[config.mk]
export PLATFORM = sky130hd
export DESIGN_NAME = region_guard
export DESIGN_NICKNAME = d
export VERILOG_FILES = /design/src/rtl/region_guard.sv
export SDC_FILE = /design/constraint.sdc
export NUM_CORES = 2
export LEC_CHECK = 0
export CAP_MARGIN = 0
export CORE_UTILIZATION = 35
export DETAILED_ROUTE_END_ITERATION = 8
export DONT_BUFFER_PORTS = 1
export GPL_TIMING_DRIVEN = 0
export PLACE_DENSITY_LB_ADDON = 0.12
export SYNTH_ARGS = -nofsm -noshare
export SYNTH_HDL_FRONTEND = slang
export SYNTH_SLANG_ARGS = --single-unit
[constraint.sdc]
create_clock -name clk -period 10.6 [get_ports clk]
set_input_delay 1.06 -clock clk [delete_from_list [all_inputs] [get_ports clk]]
set_output_delay 1.06 -clock clk [all_outputs]
set_load 0.005 [all_outputs]
[src/rtl/region_guard.sv]
module region_guard #(
  parameter int NUM_REGIONS = 8,
  parameter int ADDR_W = 32,
  localparam int RIDX_W = $clog2(NUM_REGIONS)
) (
  input  logic              clk,
  input  logic              rst_n,
  input  logic              prot_en,
  input  logic              cfg_we,
  input  logic [RIDX_W-1:0] cfg_region,
  input  logic [1:0]        cfg_sel,
  input  logic [31:0]       cfg_wdata,
  input  logic              acc_valid,
  input  logic [ADDR_W-1:0] acc_addr,
  input  logic [2:0]        acc_master,
  input  logic [1:0]        acc_type,
  input  logic              acc_super,
  input  logic [7:0]        acc_pid,
  output logic              rsp_valid,
  output logic              rsp_grant,
  output logic [1:0]        rsp_err
);
  localparam int GRAN = 5;
  localparam int TW = ADDR_W - GRAN;

  logic [TW-1:0]          lo_q [NUM_REGIONS];
  logic [TW-1:0]          hi_q [NUM_REGIONS];
  logic [31:0]            rights_q [NUM_REGIONS];
  logic [7:0]             tag_q [NUM_REGIONS];
  logic [7:0]             msk_q [NUM_REGIONS];
  logic [NUM_REGIONS-1:0] vld_q;

  always_ff @(posedge clk) begin
    if (!rst_n) begin
      vld_q <= '0;
      for (int i = 0; i < NUM_REGIONS; i++) begin
        lo_q[i]     <= '0;
        hi_q[i]     <= '0;
        rights_q[i] <= '0;
        tag_q[i]    <= '0;
        msk_q[i]    <= '0;
      end
    end else if (cfg_we && 32'(cfg_region) < NUM_REGIONS) begin
      case (cfg_sel)
        2'd0: lo_q[cfg_region]     <= cfg_wdata[ADDR_W-1:GRAN];
        2'd1: hi_q[cfg_region]     <= cfg_wdata[ADDR_W-1:GRAN];
        2'd2: rights_q[cfg_region] <= cfg_wdata;
        default: begin
          tag_q[cfg_region] <= cfg_wdata[7:0];
          msk_q[cfg_region] <= cfg_wdata[15:8];
          vld_q[cfg_region] <= cfg_wdata[31];
        end
      endcase
    end
  end

  logic [4:0] poff, noff;
  logic [2:0] need;
  assign poff = 5'(acc_master[1:0]) * 5'd6;
  assign noff = 5'd24 + {2'b00, acc_master[1:0], 1'b0};
  assign need = (acc_type == 2'd0) ? 3'b100 :
                (acc_type == 2'd1) ? 3'b010 :
                (acc_type == 2'd2) ? 3'b001 : 3'b000;

  logic [NUM_REGIONS-1:0] hit, allow;

  for (genvar g = 0; g < NUM_REGIONS; g++) begin : g_rgn
    logic [5:0] pf;
    logic [1:0] nf;
    logic       in_rng, tag_ok;
    logic [2:0] rwx;

    assign pf = rights_q[g][poff +: 6];
    assign nf = rights_q[g][noff +: 2];
    assign in_rng = (acc_addr[ADDR_W-1:GRAN] >= lo_q[g]) &&
                    (acc_addr[ADDR_W-1:GRAN] <= hi_q[g]);
    assign tag_ok = acc_master[2] || !pf[5] ||
                    (((acc_pid ^ tag_q[g]) & ~msk_q[g]) == 8'h00);

    always_comb begin
      if (acc_master[2])    rwx = {nf[0], nf[1], 1'b0};
      else if (!acc_super)  rwx = pf[2:0];
      else begin
        case (pf[4:3])
          2'd0:    rwx = 3'b111;
          2'd1:    rwx = 3'b101;
          2'd2:    rwx = 3'b110;
          default: rwx = pf[2:0];
        endcase
      end
    end

    assign hit[g]   = vld_q[g] && in_rng && tag_ok;
    assign allow[g] = hit[g] && |(rwx & need);
  end

  logic multi;
  assign multi = (hit & (hit - 1'b1)) != '0;

  always_ff @(posedge clk) begin
    if (!rst_n) begin
      rsp_valid <= 1'b0;
      rsp_grant <= 1'b0;
      rsp_err   <= 2'd0;
    end else begin
      rsp_valid <= acc_valid;
      if (!acc_valid) begin
        rsp_grant <= 1'b0;
        rsp_err   <= 2'd0;
      end else if (!prot_en || |allow) begin
        rsp_grant <= 1'b1;
        rsp_err   <= 2'd0;
      end else begin
        rsp_grant <= 1'b0;
        rsp_err   <= (hit == '0) ? 2'd1 : (multi ? 2'd3 : 2'd2);
      end
    end
  end
endmodule

== After elaboration in Yosys (flattened, before gate mapping) ==
Memory sizes are Yosys's and may differ from the RTL's.
Index checks and enable logic that the tools add are counted.

* Input port bits: 88
* Bits in registers: 12
* Logic and storage cells: 266
* Memory bits (writable): 816
* Memories: 5

* Bitwise operators: 36
* Shifts and indexed selects: 16
* Muxes and demuxes: 65
* Magnitude comparators: 18
* Add/sub/neg operators: 2
* Eq/ne operators: 20
* Reduce and logical (&&, ||, !) cells: 98
* $mul: 1

{| class="wikitable"
|+ Memories
! memory !! depth !! width !! rd ports !! clocked after Yosys merged registers in !! write ports !! line !! text
|-
| rights_q || 8 || 32 || 8 || 0 || 8 || 28 || <nowiki>logic [31:0] rights_q [NUM_REGIONS];</nowiki>
|-
| hi_q || 8 || 27 || 8 || 0 || 8 || 27 || <nowiki>logic [TW-1:0] hi_q [NUM_REGIONS];</nowiki>
|-
| lo_q || 8 || 27 || 8 || 0 || 8 || 26 || <nowiki>logic [TW-1:0] lo_q [NUM_REGIONS];</nowiki>
|-
| msk_q || 8 || 8 || 8 || 0 || 8 || 30 || <nowiki>logic [7:0] msk_q [NUM_REGIONS];</nowiki>
|-
| tag_q || 8 || 8 || 8 || 0 || 8 || 29 || <nowiki>logic [7:0] tag_q [NUM_REGIONS];</nowiki>
|}

{| class="wikitable"
|+ Operators with widths
! operator !! number
|-
| $shiftx A32 B6 Y2 || 8
|-
| $shiftx A32 B6 Y6 || 8
|-
| $ge A27 B27 Y1 || 8
|-
| $le A27 B27 Y1 || 8
|-
| $and A8 B8 Y8 || 9
|-
| $logic_not A8 Y1 || 9
|-
| $pmux W3 S3 || 8
|-
| $mux W3 || 22
|-
| $not A8 Y8 || 8
|-
| $xor A8 B8 Y8 || 8
|-
| $mux W27 || 2
|-
| $reduce_or A27 Y1 || 2
|-
| $logic_and A1 B1 Y1 || 33
|-
| $mux W32 || 1
|-
| $reduce_or A32 Y1 || 1
|-
| $reduce_or A3 Y1 || 10
|-
| $mux W1 || 27
|-
| $and A3 B3 Y3 || 8
|-
| $reduce_or A8 Y1 || 3
|-
| $eq A2 B1 Y1 const B || 10
|-
| $eq A2 B2 Y1 const B || 10
|-
| $logic_not A2 Y1 || 10
|-
| $logic_or A1 B1 Y1 || 17
|-
| $mux W8 || 2
|-
| 13 further kinds || 24
|}

== Logic depth before layout (Yosys ltp) ==
* Word-level depth: 12
* Depth in mapped cells: 12

== Least setup slack after synthesis ==
Ideal clock, no wire load.

* Path kind: input to register
* Start point: input cfg_sel[1]
* End point: memory lo_q[3][0] in the netlist's numbering, enable pin
* Stages: 4
* Buffers on the path: 2
* Data required time: 10.151 ns
* Setup time: 0.449 ns
* Setup slack: 6.423 ns
* Data arrival time: 3.728 ns
* Path through: or3_1 -> clkbuf_1 -> clkbuf_1 -> o21ai_0

{| class="wikitable"
|+ RTL lines
! item !! line !! text
|-
| start, declared || 11 || <nowiki>input logic [1:0] cfg_sel,</nowiki>
|-
| end, declared || 26 ||
|}

== Worst setup path in the final report ==
* Start point: input acc_addr[5]
* End point: register rsp_err[0]

* Longest elaborated chain between the ends: 9
* Elaborated cells on any way between the ends: 57
* Those cells by class: 1 x add/sub; 16 x order compare; 2 x mux; 1 x bitwise; 37 x reduce/logical

{| class="wikitable"
|+ RTL lines
! item !! line !! text
|-
| start, declared || 14 || <nowiki>input logic [ADDR_W-1:0] acc_addr,</nowiki>
|-
| $ge A27 B27 Y1 or $le A27 B27 Y1 (tied branches) || 75, 76 ||
|-
| $logic_and A1 B1 Y1 || 75 || <nowiki>assign in_rng = (acc_addr[ADDR_W-1:GRAN] >= lo_q[g]) &&</nowiki>
|-
| $logic_and A1 B1 Y1 (2 in a row) || 93 || <nowiki>assign hit[g] = vld_q[g] && in_rng && tag_ok;</nowiki>
|-
| $sub A8 B1 Y8 || 98 || <nowiki>assign multi = (hit & (hit - 1'b1)) != '0;</nowiki>
|-
| $and A8 B8 Y8 || 98 ||
|-
| $reduce_bool A8 Y1 || 98 ||
|-
| $mux W1 (2 in a row) || 115 || <nowiki>rsp_err <= (hit == '0) ? 2'd1 : (multi ? 2'd3 : 2'd2);</nowiki>
|-
| end signal, assigned || 115 ||
|-
| end, declared || 21 || <nowiki>output logic [1:0] rsp_err</nowiki>
|}

Several ways; a longest one is shown, not always the timed one.
A chain may end at the register's enable or synchronous reset.

==> results.ini <==
[status]
status=finished, violations left
violations=max-capacitance violations

[sta]
setup_viol_count_final=0
slew-limit-headroom=0.01544
fin_crit_sh=0.4608
rsz0062_at_grt=false
finClkSkew_ns=0.01637
holdWs_ns=0.4757
finalCriticalPeriod_ns=4.884
tns_ns=0
finalMaxSlewViolations=0
worst_pin_slew_ns=1.464
fmax_mhz=204.7
finalHoldViolations=0

[placement]
gp_congestion=0.8260
port_buffers=0
dp_hpwl_mm=88.32

[pwr]
pwr-share-clk=0.417
power_leakage_nw=19.07
p_int_mw=5.479
sw_frac_of_total=0.2484
seq_power_share=0.482
comb_power_share=0.100
p_sw_mw=1.811
ir_worst_vdd_uv=129.3
power_density_nw_per_um2=154.0

[cells_and_area]
area_delta_synth_final_pct=13.24
layout.nets=4193
layout-drive-gt1-share=0.06676
fill_cells=11370

[worst_setup_path]
reg2regPathDepth=12
worst_r2r_endpoint=rsp_err[0]$_SDFF_PP0_
r2r-start=hi_q[3][25]$_SDFFCE_PN0P_
critPathKind=input port to register
worst_setup_path_start_kind=input port
r2r_slack_ns=6.07
critPathCaptureType=register
cp_max_fo=16
crit_arrival_ns=5.48
critPathRequiredTime_ns=11.19

[global_routing]
groute.usage.overall=0.2147
antenna_found_initial=14
overflow=0
grt_start_max_net_pins=28
grt_pass1_vias=25670
grt_pass1_wl_mm=184.5

[detailed_routing]
drt-pass1-iter-count=5
drc=0
ant_nets=0
wirelength_mm=129.3
avgRoutedWirePerCell_um=24.45
drt_iter0_markers=2086
viasPerCell=5.033
routed-via-count=26620

[synth]
ys_ff_latch=764
synth_cell_types=66
syn_nets=4074
synth_top_area_share=0.5401
synth_area_leader_cell=edfxtp_1
ys_seq_area_frac=0.5458
synth-edff-count=752
synth_ff_type=edfxtp_1
synth_cells=3554
synthArstFlopShare=0
syn_avg_cell_area_um2=11.76
netlist_area_um2=41810
synth.area.top_cells=edfxtp_1 (54%), ha_1 (13%), and2_1 (11%)
ys_top_cells_by_count=and2_1 (753), edfxtp_1 (752), inv_1 (434)
synth.most_common_cell=and2_1
yosysWarningCount=0

[clock_network]
post_cts_resized=0
cts_htree_levels=3
cts_buffers=92
clock_tree.root_cell=clkbuf_16
postCtsSetupBuffers=0
tritoncts=done
clk_pin_slew_worst_paths_ns=0.06
ctsHoldBuffers=0
clk_latency_ns=0.67
cts_sinks=764
cts_buffer_depth=3

[worst_hold_path]
hold_path_depth=1
worstHoldEndpoint=rsp_grant$_SDFF_PN0_
min_from=prot_en
worst_hold_path_type=input port to register

[floorplanning]
die-height_um=347.6
start_util=0.3536
io_pins=92
fp-row-count=126
core_area_um2=118200
die_area_um2=120900
die_w_um=347.6

[run]
cap_violations=1

-- per-layer routing --
layer / track usage / routed length, um / part of all wire / up-vias
met5: 0 / 0 / 0 / -
met4: 0.04990 / 2672 / 0.021 / 0
met3: 0.04088 / 8056 / 0.062 / 151
met2: 0.3500 / 60020 / 0.46 / 639
met1: 0.2941 / 58560 / 0.45 / 13070
li1: - / - / - / 12760
-- power by group through the flow --
| stage | clock, mW | sequential [mW] | combinational (mW) |
|---|---|---|---|
| CTS | 3.10 | 3.52 | 0.740 |
| detailed placement | 0 | 3.58 | 0.737 |
| global route | 3.20 | 3.53 | 0.822 |
| floorplan | 0 | 3.58 | 0.467 |
| finish | 3.04 | 3.52 | 0.730 |
| global placement | 0 | 3.59 | 0.695 |
-- layout by cell type, fill, tap and decap left out, drive strengths merged, types with 18 or more instances in the layout --
cell type  Yosys  layout
nor4          19      19
nor2          82      82
a21oi        170     170
clkbuf       138     255
buf           15      40
a211oi        25      25
nand3         61      61
a21o          42      42
nand2b        18      18
edfxtp       752     752
and2         755     755
ha           432     432
nand2        112     112
o22ai         38      38
clkinv         1      43
nand4         56      56
inv          434     436
xnor2         64      64
mux4          48      48
o21ai        129     129
-- critical path, stage by stage --
cell      delay [ns]
inv_1           0.68
ha_1            0.36
nand2b_1        0.14
a31oi_1         0.29
o21ai_0         0.33
a311oi_1        0.34
a31oi_1         0.36
a32oi_1         0.62
nand4_1         0.35
nor3b_1         0.29
or3_1           0.41
a211oi_2        0.22
-- stage by stage --
step / power, mW / instances / setup slack [ns] / util / area (um^2)
after floorplan: 4.042 / 3554 / 6.423 / - / 41810
after global placement: 4.289 / 5090 / 4.100 / 0.3699 / 43730
after detailed placement: 4.318 / 5115 / 4.929 / 0.3763 / 44490
after CTS: 7.363 / 5281 / 5.675 / 0.4003 / 47330
after global routing: 7.559 / 5281 / 5.565 / 0.4003 / 47330
final: 7.290 / 5289 / 5.716 / 0.4004 / 47350
-- cells by family after synthesis --
group	synth area share
AO/OA/AOI/OAI	0.06853
flip-flops	0.5458
multiplexers	0.02585
AND/OR/NAND/NOR	0.1634
XOR/XNOR	0.01341
buffers and inverters	0.05344
adder cells (fa/ha/maj)	0.1295
-- area by class of cell --
class	instances	area [um^2]	share of cell area
clock inverters	49	336.6	0.007109
flip-flops and latches	764	22820	0.4820
multi-input cells	2202	16990	0.3588
well taps	1536	1922	0.04059
inverters	435	1633	0.03449
diodes	8	20.02	0.0004228
repair buffers	25	525.5	0.01110
clock buffers	117	2499	0.05277
plain buffers	153	601.8	0.01271
-- worst max path at each step --
stage / startpoint / to / slack, ns / cells after the start
after floorplan: cfg_sel[1] / lo_q[3][0]$_SDFFCE_PN0P_ / 6.42 / 4
after global placement: rst_n / lo_q[1][14]$_SDFFCE_PN0P_ / 4.10 / 5
after detailed placement: acc_master[1] / rsp_err[0]$_SDFF_PP0_ / 4.93 / 11
after CTS: acc_master[1] / rsp_err[0]$_SDFF_PP0_ / 5.67 / 11
after global routing: acc_master[1] / rsp_err[0]$_SDFF_PP0_ / 5.57 / 11
final: acc_addr[5] / rsp_err[0]$_SDFF_PP0_ / 5.72 / 12
-- state kept, by name (all words and copies together) (netlist names) --
register   flops
hi_q         216
lo_q         216
rights_q     192
msk_q         64
tag_q         64
vld_q          8
rsp_err        2
rsp_grant      1
rsp_valid      1
Note: power is estimated with default switching activity, not from simulation.
